**config.mk**
```make
export PLATFORM = sky130hd
export DESIGN_NAME = trap_entry_ctrl
export DESIGN_NICKNAME = d
export VERILOG_FILES = /design/src/rtl/trap_entry_pkg.sv /design/src/rtl/trap_arbiter.sv /design/src/rtl/trap_psr_unit.sv /design/src/rtl/trap_pc_unit.sv /design/src/rtl/trap_entry_ctrl.sv
export SDC_FILE = /design/constraint.sdc
export NUM_CORES = 1
export LEC_CHECK = 0
export BUFFER_PORTS_ARGS = -buffer_cell sky130_fd_sc_hd__buf_2
export CORE_ASPECT_RATIO = 0.6
export CORE_MARGIN = 4
export CORE_UTILIZATION = 24
export CTS_CLUSTER_SIZE = 24
export DETAILED_ROUTE_END_ITERATION = 16
export PLACE_DENSITY = 0.49
export SYNTH_ARGS = -nofsm -noshare
export SYNTH_HDL_FRONTEND = slang
export SYNTH_HIERARCHICAL = 1
export SYNTH_SLANG_ARGS = --single-unit
```
**constraint.sdc**
```tcl
create_clock -name clk -period 6 [get_ports clk]
set_input_delay 1.5 -clock clk [delete_from_list [all_inputs] [get_ports clk]]
set_output_delay 1.5 -clock clk [all_outputs]
set_load 0.005 [all_outputs]
```
**src/rtl/trap_entry_pkg.sv**
```systemverilog
package trap_entry_pkg;

    localparam int TT_W  = 8;
    localparam int PIL_W = 4;
    localparam int TBA_LSB = 12;

    localparam logic [TT_W-1:0] TT_RESET    = 8'h00;
    localparam logic [TT_W-1:0] TT_IRQ_BASE = 8'h10;

    // What the controller does in a given cycle
    typedef enum logic [2:0] {
        ACT_NONE,
        ACT_RESET,
        ACT_SYNC,
        ACT_IRQ,
        ACT_HALT
    } trap_act_e;

    typedef struct packed {
        trap_act_e        act;
        logic [TT_W-1:0]  tt;
        logic             rett_ok;
        logic             step_ok;
    } trap_dec_t;

    function automatic logic [TT_W-1:0] irq_code(input logic [PIL_W-1:0] lvl);
        return TT_IRQ_BASE | {{(TT_W-PIL_W){1'b0}}, lvl};
    endfunction

    function automatic logic irq_qualifies(input logic [PIL_W-1:0] lvl,
                                           input logic [PIL_W-1:0] mask);
        return lvl > mask;
    endfunction

    function automatic logic is_vectoring(input trap_act_e a);
        return (a == ACT_RESET) || (a == ACT_SYNC) || (a == ACT_IRQ);
    endfunction

endpackage

```
**src/rtl/trap_arbiter.sv**
```systemverilog
module trap_arbiter
    import trap_entry_pkg::*;
(
    input  logic              reset_req,
    input  logic              sync_req,
    input  logic [TT_W-1:0]   sync_tt,
    input  logic [PIL_W-1:0]  irq_level,
    input  logic [PIL_W-1:0]  pil,
    input  logic              trap_en,
    input  logic              halted,
    input  logic              rett,
    input  logic              step,
    output trap_dec_t         dec
);

    // Fixed priority: reset request, synchronous, interrupt, then rett/step
    always_comb begin
        dec.act     = ACT_NONE;
        dec.tt      = '0;
        dec.rett_ok = 1'b0;
        dec.step_ok = 1'b0;
        if (reset_req) begin
            dec.act = ACT_RESET;
            dec.tt  = TT_RESET;
        end else if (halted) begin
            dec.act = ACT_NONE;
        end else if (sync_req) begin
            if (trap_en) begin
                dec.act = ACT_SYNC;
                dec.tt  = sync_tt;
            end else begin
                dec.act = ACT_HALT;
            end
        end else if (trap_en && irq_qualifies(irq_level, pil)) begin
            dec.act = ACT_IRQ;
            dec.tt  = irq_code(irq_level);
        end else begin
            dec.rett_ok = rett;
            dec.step_ok = step;
        end
    end

endmodule

```
**src/rtl/trap_psr_unit.sv**
```systemverilog
module trap_psr_unit
    import trap_entry_pkg::*;
#(
    parameter int NWIN  = 8,
    parameter int CWP_W = (NWIN > 1) ? $clog2(NWIN) : 1
) (
    input  logic              clk,
    input  logic              rst,
    input  trap_dec_t         dec,
    input  logic              pil_we,
    input  logic [PIL_W-1:0]  pil_wdata,
    output logic              trap_en,
    output logic              sup,
    output logic              prev_sup,
    output logic [PIL_W-1:0]  pil,
    output logic [CWP_W-1:0]  cwp,
    output logic              halted
);

    localparam logic [CWP_W-1:0] CWP_TOP = CWP_W'(NWIN - 1);

    function automatic logic [CWP_W-1:0] win_down(input logic [CWP_W-1:0] w);
        return (w == '0) ? CWP_TOP : w - 1'b1;
    endfunction

    function automatic logic [CWP_W-1:0] win_up(input logic [CWP_W-1:0] w);
        return (w == CWP_TOP) ? '0 : w + 1'b1;
    endfunction

    always_ff @(posedge clk) begin
        if (rst) begin
            trap_en  <= 1'b0;
            sup      <= 1'b1;
            prev_sup <= 1'b0;
            pil      <= '0;
            cwp      <= '0;
            halted   <= 1'b0;
        end else begin
            if (pil_we)
                pil <= pil_wdata;
            case (dec.act)
                ACT_RESET, ACT_SYNC, ACT_IRQ: begin
                    trap_en  <= 1'b0;
                    prev_sup <= sup;
                    sup      <= 1'b1;
                    cwp      <= win_down(cwp);
                    if (dec.act == ACT_RESET)
                        halted <= 1'b0;
                end
                ACT_HALT: begin
                    halted <= 1'b1;
                end
                default: begin
                    if (dec.rett_ok) begin
                        trap_en <= 1'b1;
                        sup     <= prev_sup;
                        cwp     <= win_up(cwp);
                    end
                end
            endcase
        end
    end

    // entry is reversible and disables traps
    p_entry_et_r1: assert property (@(posedge clk) disable iff (rst)
        is_vectoring(dec.act) |=> !trap_en && sup && (prev_sup == $past(sup)));

    p_entry_wrap_r1: assert property (@(posedge clk) disable iff (rst)
        (is_vectoring(dec.act) && cwp == '0) |=> (cwp == CWP_TOP));

    // the mask level is not touched by trap entry
    p_pil_kept_r5: assert property (@(posedge clk) disable iff (rst)
        (is_vectoring(dec.act) && !pil_we) |=> $stable(pil));

    // return re-arms traps and restores mode
    p_return_r10: assert property (@(posedge clk) disable iff (rst)
        dec.rett_ok |=> trap_en && (sup == $past(prev_sup)));

endmodule

```
**src/rtl/trap_pc_unit.sv**
```systemverilog
module trap_pc_unit
    import trap_entry_pkg::*;
#(
    parameter int ADDR_W = 32
) (
    input  logic              clk,
    input  logic              rst,
    input  trap_dec_t         dec,
    input  logic              tba_we,
    input  logic [ADDR_W-1:0] tba_wdata,
    output logic [ADDR_W-1:0] pc,
    output logic [ADDR_W-1:0] npc,
    output logic [ADDR_W-1:0] tbr,
    output logic              trap_taken,
    output logic              save_we,
    output logic [ADDR_W-1:0] save_pc,
    output logic [ADDR_W-1:0] save_npc
);

    localparam int TBA_W = ADDR_W - TBA_LSB;
    localparam logic [ADDR_W-1:0] INSN_BYTES = ADDR_W'(4);

    logic [TBA_W-1:0] tba;
    logic [TT_W-1:0]  tt_q;
    logic [ADDR_W-1:0] vec;

    assign vec = {tba, dec.tt, 4'b0000};
    assign tbr = {tba, tt_q, 4'b0000};

    always_ff @(posedge clk) begin
        if (rst) begin
            pc         <= '0;
            npc        <= INSN_BYTES;
            tba        <= '0;
            tt_q       <= '0;
            trap_taken <= 1'b0;
            save_we    <= 1'b0;
            save_pc    <= '0;
            save_npc   <= '0;
        end else begin
            trap_taken <= 1'b0;
            save_we    <= 1'b0;
            if (tba_we)
                tba <= tba_wdata[ADDR_W-1:TBA_LSB];
            case (dec.act)
                ACT_RESET: begin
                    tt_q       <= TT_RESET;
                    pc         <= '0;
                    npc        <= INSN_BYTES;
                    save_pc    <= pc;
                    save_npc   <= npc;
                    save_we    <= 1'b1;
                    trap_taken <= 1'b1;
                end
                ACT_SYNC: begin
                    tt_q       <= dec.tt;
                    pc         <= vec;
                    npc        <= vec + INSN_BYTES;
                    save_pc    <= pc;
                    save_npc   <= npc;
                    save_we    <= 1'b1;
                    trap_taken <= 1'b1;
                end
                ACT_IRQ: begin
                    tt_q       <= dec.tt;
                    pc         <= vec;
                    npc        <= vec + INSN_BYTES;
                    save_pc    <= npc;
                    save_npc   <= npc + INSN_BYTES;
                    save_we    <= 1'b1;
                    trap_taken <= 1'b1;
                end
                default: begin
                    if (dec.step_ok) begin
                        pc  <= npc;
                        npc <= npc + INSN_BYTES;
                    end
                end
            endcase
        end
    end

    // handler entry pair is sequential and aligned to the code field
    p_vector_pair_r4: assert property (@(posedge clk) disable iff (rst)
        (dec.act == ACT_SYNC || dec.act == ACT_IRQ) |=>
            (npc == pc + INSN_BYTES) && (pc == tbr));

    p_reset_vec_r4: assert property (@(posedge clk) disable iff (rst)
        (dec.act == ACT_RESET) |=> (pc == '0) && (npc == INSN_BYTES));

    // which pair is saved depends on the trap class
    p_async_pair_r8: assert property (@(posedge clk) disable iff (rst)
        (dec.act == ACT_IRQ) |=>
            (save_pc == $past(npc)) && (save_npc == $past(npc) + INSN_BYTES));

    p_sync_pair_r8: assert property (@(posedge clk) disable iff (rst)
        (dec.act == ACT_SYNC) |=> (save_pc == $past(pc)) && (save_npc == $past(npc)));

endmodule

```
**src/rtl/trap_entry_ctrl.sv**
```systemverilog
module trap_entry_ctrl
    import trap_entry_pkg::*;
#(
    parameter int NWIN   = 8,
    parameter int ADDR_W = 32,
    localparam int CWP_W = (NWIN > 1) ? $clog2(NWIN) : 1
) (
    input  logic              clk,
    input  logic              rst,
    input  logic              reset_req,
    input  logic              sync_req,
    input  logic [7:0]        sync_tt,
    input  logic [3:0]        irq_level,
    input  logic              rett,
    input  logic              step,
    input  logic              pil_we,
    input  logic [3:0]        pil_wdata,
    input  logic              tba_we,
    input  logic [ADDR_W-1:0] tba_wdata,
    output logic [ADDR_W-1:0] pc,
    output logic [ADDR_W-1:0] npc,
    output logic [ADDR_W-1:0] tbr,
    output logic              trap_en,
    output logic              sup,
    output logic              prev_sup,
    output logic [3:0]        pil,
    output logic [CWP_W-1:0]  cwp,
    output logic              error_mode,
    output logic              trap_taken,
    output logic              save_we,
    output logic [CWP_W-1:0]  save_win,
    output logic [ADDR_W-1:0] save_pc,
    output logic [ADDR_W-1:0] save_npc
);

    trap_dec_t dec;
    logic      halted;

    trap_arbiter u_arb (
        .reset_req (reset_req),
        .sync_req  (sync_req),
        .sync_tt   (sync_tt),
        .irq_level (irq_level),
        .pil       (pil),
        .trap_en   (trap_en),
        .halted    (halted),
        .rett      (rett),
        .step      (step),
        .dec       (dec)
    );

    trap_psr_unit #(.NWIN(NWIN)) u_psr (
        .clk       (clk),
        .rst       (rst),
        .dec       (dec),
        .pil_we    (pil_we),
        .pil_wdata (pil_wdata),
        .trap_en   (trap_en),
        .sup       (sup),
        .prev_sup  (prev_sup),
        .pil       (pil),
        .cwp       (cwp),
        .halted    (halted)
    );

    trap_pc_unit #(.ADDR_W(ADDR_W)) u_pc (
        .clk        (clk),
        .rst        (rst),
        .dec        (dec),
        .tba_we     (tba_we),
        .tba_wdata  (tba_wdata),
        .pc         (pc),
        .npc        (npc),
        .tbr        (tbr),
        .trap_taken (trap_taken),
        .save_we    (save_we),
        .save_pc    (save_pc),
        .save_npc   (save_npc)
    );

    assign error_mode = halted;
    // The save goes to the window selected by the trap, visible in the same cycle
    assign save_win   = cwp;

    // with traps disabled, only reset or a synchronous request can act
    p_irq_gated_r7: assert property (@(posedge clk) disable iff (rst)
        (!trap_en && !reset_req && !sync_req) |=> !trap_taken);

    p_halt_holds_r7: assert property (@(posedge clk) disable iff (rst)
        (error_mode && !reset_req) |=> error_mode && $stable(pc) && $stable(cwp));

    // save request coincides with the trap pulse
    p_save_pulse_r2: assert property (@(posedge clk) disable iff (rst)
        trap_taken |-> save_we);

endmodule

```
# Word level (Yosys, flattened, before mapping)
# Cells that the tools add are included.
dict set report totals {
  regBits 168
  latchBits 0
  ram_bits 0
  rom_bits 0
  in_bits 56
  out_inout_bits 176
  mem_count 0
}
dict set report op_classes {
  add_sub_neg 4
  n_mul 0
  div 0
  n_lt_le_gt_ge 1
  n_eq_ne 6
  shifts 0
  n_mux 28
  bitwise 1
  reduce_logical 12
}
# cell n
set ops {}
lappend ops {{$pmux W32 S2} 4}
lappend ops {{$add A32 B3 Y32 const B} 2}
lappend ops {{$mux W32} 2}
lappend ops {{$mux W11} 2}
lappend ops {{$mux W10} 2}
lappend ops {{$pmux W8 S2} 1}
lappend ops {{$mux W3} 5}
lappend ops {{$mux W8} 1}
lappend ops {{$reduce_bool A2 Y1} 4}
lappend ops {{$eq A3 B2 Y1 const B} 2}
lappend ops {{$eq A3 B3 Y1 const B} 2}
lappend ops {{$mux W2} 3}
lappend ops {{$pmux W1 S2} 3}
lappend ops {{$pmux W3 S2} 1}
lappend ops {{$gt A4 B4 Y1} 1}
lappend ops {{$mux W1} 4}
lappend ops {{$reduce_and A2 Y1} 2}
lappend ops {{$reduce_or A2 Y1} 2}
lappend ops {{$add A3 B1 Y3 const B} 1}
lappend ops {{$eq A3 B1 Y1 const B} 1}
lappend ops {{$logic_not A3 Y1} 1}
lappend ops {{$reduce_bool A3 Y1} 1}
lappend ops {{$reduce_or A3 Y1} 1}
lappend ops {{$sub A3 B1 Y3 const B} 1}
lappend ops {{3 further kinds} 3}

# Depth between registers and ports, before layout
dict set report logic_depth {
  depth_word 10
  ltp_mapped 13
}

# Hierarchy
# The synthesis kept the hierarchy.
# module n_inst cells_each area_each_um2
set by_module_without_submodules {}
lappend by_module_without_submodules {trap_pc_unit 1 877 6916.6}
lappend by_module_without_submodules {trap_psr_unit 1 67 586.8}
lappend by_module_without_submodules {trap_arbiter 1 34 265.3}
lappend by_module_without_submodules {trap_entry_ctrl 1 3 22.5}

# Worst setup path before layout
# No wires, ideal clock.
dict set report synth_timing {
  path_kind {input to register}
  start {input port irq_level[1]}
  end {register u_pc.npc[18]}
  setup_ns 0.132
  t_arrival_ns 3.610
  setup_slack_ns 2.258
  path_stages 12
  n_path_buf 3
  cell_sequence {ha_1 nor2b_4 o211ai_2 a21oi_4 a21o_2 o21bai_1 clkbuf_1 nand2_1 buf_2 buf_1 a21oi_1 nor3_1}
}
# element line
set synth_lines {}
lappend synth_lines {{start, declared} trap_entry_ctrl.sv:13} ;# input logic [3:0] irq_level,
lappend synth_lines {{end signal, assigned} trap_pc_unit.sv:58} ;# npc <= vec + INSN_BYTES;
lappend synth_lines {{end signal, assigned} trap_pc_unit.sv:67} ;# npc <= vec + INSN_BYTES;
lappend synth_lines {{end signal, assigned} trap_pc_unit.sv:76} ;# npc <= npc + INSN_BYTES;
lappend synth_lines {{end, declared} trap_pc_unit.sv:12} ;# output logic [ADDR_W-1:0] npc,

==> metrics.txt <==
outcome=finished, final reports clean; CTS tree=done; Synth Area in XOR/XNOR=0.0180; Worst Hold Launch=u_pc/tt_q[4]; Post-synth top flop=dfxtp_1; worst path bufs/invs=1; Critical Path RT=6.35 ns; GPL Wtd Cong=0.770; pwr/cell area=279 mW/mm2; Post-Synth Adder-Cell Area=0.0145; Max VDD drop=0.198 mV; htree depth=4; Ports=232; hold path endpoint=u_pc/tt_q[4]; Pwr Total=2.68 mW; Synth warnings=6; R2R depth=11; Hold/Removal Path Class=flop to flop; routed wire length=29.6 mm; most frequent cell after synthesis=dfxtp_1; fmax=0.243 GHz; Syn Inst Count=981; Final min period=4.11 ns; Die ar.=0.0355 mm2; Die Span Y=148 um; Max Transition Viols Final=0; Worst Skew=0.0115 ns; Int Pwr=1.91 mW; Async SR Flop Fraction=0; vias in the first global route=7051; CP Max Fanout=34; Worst-path clk slew=0.06 ns; Multi-input gate area=0.00411 mm2; setup TNS=0 ns; synthesized flop and latch total=160; Final setup violation count=0; # hold bufs at CTS=0; post-synth cell types=69; slowest CP cell=nor2b_4; Worst path top cell family by delay=simple AND/OR/NAND/NOR gates; Post-CTS Resized=0; Slew Limit Headroom=0.281; Worst Hold Depth=2; Fin. Hold Viols=0; Initial Util=0.247; Setup crit end kind=flop; Reg2Reg Setup Slack=2.64 ns; Yosys top cell by area=dfxtp_1; clk buf depth=2; area share of the leading cell type in the synthesized netlist=0.411; Root Driver=clkbuf_16; post-route non-filler standard cell count=1553; Total Routing Usage GR=0.162; Layout area overhead=23.6%; number of port buffers=207; largest cells by area after synthesis=dfxtp_1, nand2_1, nor2_1; Sw Ratio=0.287; Clk pwr share=0.412; R2R Path End=u_pc/npc[10]; Worst Tran Pin Value=1.08 ns; HPWL after DPL=20.3 mm; sequential share of the synthesized area=0.411; DRC Markers=0; EDFF count, synth=0; compound-gate portion of the synthesized area=0.194; Post-synth top cells=dfxtp_1, nand2_1, nor2_1; Avg Cell Area, Syn=7.94 um2; core area=0.0316 mm2; Placement Rows=50; TritonCTS buffer count=17; Gate power share=0.140; drt pass-1 iters=5; Seq pwr share=0.448; most frequent cell on the critical path=nand2_1; dpl cell area=0.00906 mm2; register area=0.00320 mm2; period utilization=0.685; diode count=0; die span in x=241 um; R2R Path Start=u_psr/pil[1]; leakage dissipation=3.98 nW; latest clock arrival within the worst-skew pair=0.45 ns; largest net degree at the start of global routing=122; WS Path Type=input port to flop; Synth Area in Simple Gates=0.246; clock sink total=160; Cell Area, Synth=0.00779 mm2; Design Area, Final=0.00963 mm2; layout cells sized above 1=0.240; hold slack final=0.453 ns; Post-CTS Setup Bufs=0; unrepaired setup endpoints after global routing=false; Worst path max stage delay=0.83 ns; Cell Chain, Critical Path=buf_2 -> ha_1 -> nand4_1 -> nand2_1 -> a21oi_4 -> a21o_2 -> nor2b_4 -> nand2_1 -> a21oi_1 -> nor2_1 -> a211oi_1; routed len/inst=19.0 um; Switch Pwr=0.771 mW; fin nets=1192; final-layout fill cell count=3403; largest family of logic cells by synthesized area=simple AND/OR/NAND/NOR gates; vias after detailed routing=7644; Initial DRC Count=580; first-pass GRT wire length=44.5 mm; max_cap viols=0; CP startpoint kind=input port; grt ovf=0; placed instance count=1524; ANT nets after route=0; crit path DAT=4.46 ns; mux cell area share after synthesis=0.0437; initial antenna violation count=0; via-per-instance ratio=4.92
[cells by family (layout without fill, tap and decap cells)]
logic type,after synthesis,after routing
and+or+nand+nor,418,418
AOI/OAI and AO/OA,220,220
DFF,160,160
buffers and inverters,123,268
muxes,34,34
xor gates and xnor gates,16,16
adders and majority gates,9,9
other,1,12
[worst min-delay path, stage by stage, from the launching register on]
cell,delay (ns)
dfxtp_1,0.31
nand2_1,0.05
a21oi_1,0.05
[stage by stage]
| stage | setup WS [ns] | util |
|---|---|---|
| 6_report | 1.89 | 0.305 |
| 5_1_grt | 1.55 | 0.305 |
| 4_1_cts | 1.86 | 0.305 |
| 3_5_place_dp | 1.40 | 0.287 |
| 3_3_place_gp | 1.45 | 0.287 |
| 2_1_floorplan | 2.26 | - |
[placed cells by master, fill, tap and decap left out, drive strengths merged, types with 10 or more instances in the layout]
cell type,synthesis,final
buf,46,220
dfxtp,160,160
nand2,147,147
nor2,142,142
a21oi,63,63
nor3,38,38
a311oi,36,36
mux2i,34,34
a211oi,33,33
o21ai,32,32
nand3,28,28
clkbuf,58,20
inv,18,18
nand4,16,16
conb,1,12
a31oi,11,11
xor2,10,10
[routing by layer]
metal / wire [um] / part of all wire / up-vias / global-route usage
li1: - / - / 3737 / -
met1: 15100 / 0.51 / 3664 / 0.242
met2: 12500 / 0.42 / 227 / 0.237
met3: 1630 / 0.055 / 16 / 0.0362
met4: 280 / 0.0095 / 0 / 0.0381
met5: 0 / 0 / - / 0
[power groups by stage]
| stage | sequential [mW] | clock [mW] | combinational [mW] |
|---|---|---|---|
| floorplan | 1.20 | 0 | 0.237 |
| global placement | 1.22 | 0 | 0.373 |
| detailed placement | 1.23 | 0 | 0.378 |
| CTS | 1.20 | 1.14 | 0.380 |
| global route | 1.21 | 1.18 | 0.422 |
| finish | 1.20 | 1.11 | 0.375 |
[how the worst max path moves through the flow]
stage            startpoint            to  slack (ns)  depth (start not counted)
2_1_floorplan  irq_level[1]  u_pc/npc[18]        2.26                         12
3_3_place_gp   irq_level[1]  u_pc/npc[10]        1.45                         11
3_5_place_dp   irq_level[3]  u_pc/npc[10]        1.40                         11
4_1_cts        irq_level[3]  u_pc/npc[10]        1.86                         11
5_1_grt        irq_level[3]  u_pc/npc[27]        1.55                         11
6_report       irq_level[3]  u_pc/npc[10]        1.89                         11
[registers in the layout, summed over array words and instances (netlist names)]
name            cells
u_pc/npc           30
u_pc/pc            30
u_pc/save_npc      30
u_pc/save_pc       30
u_pc/save_we        1
u_pc/tba           20
u_pc/tt_q           8
u_psr/cwp           3
u_psr/halted        1
u_psr/pil           4
u_psr/prev_sup      1
u_psr/sup           1
u_psr/trap_en       1
[cell type report]
type                            instances  share of cell area
Multi-Input combinational cell        709               0.427
Sequential cell                       160               0.333
Timing Repair Buffer                  220               0.120
Tap cell                              416              0.0541
Clock buffer                           20              0.0474
Clock inverter                          9              0.0117
Inverter                               19             0.00741
Power figures use the tool's default switching activity.
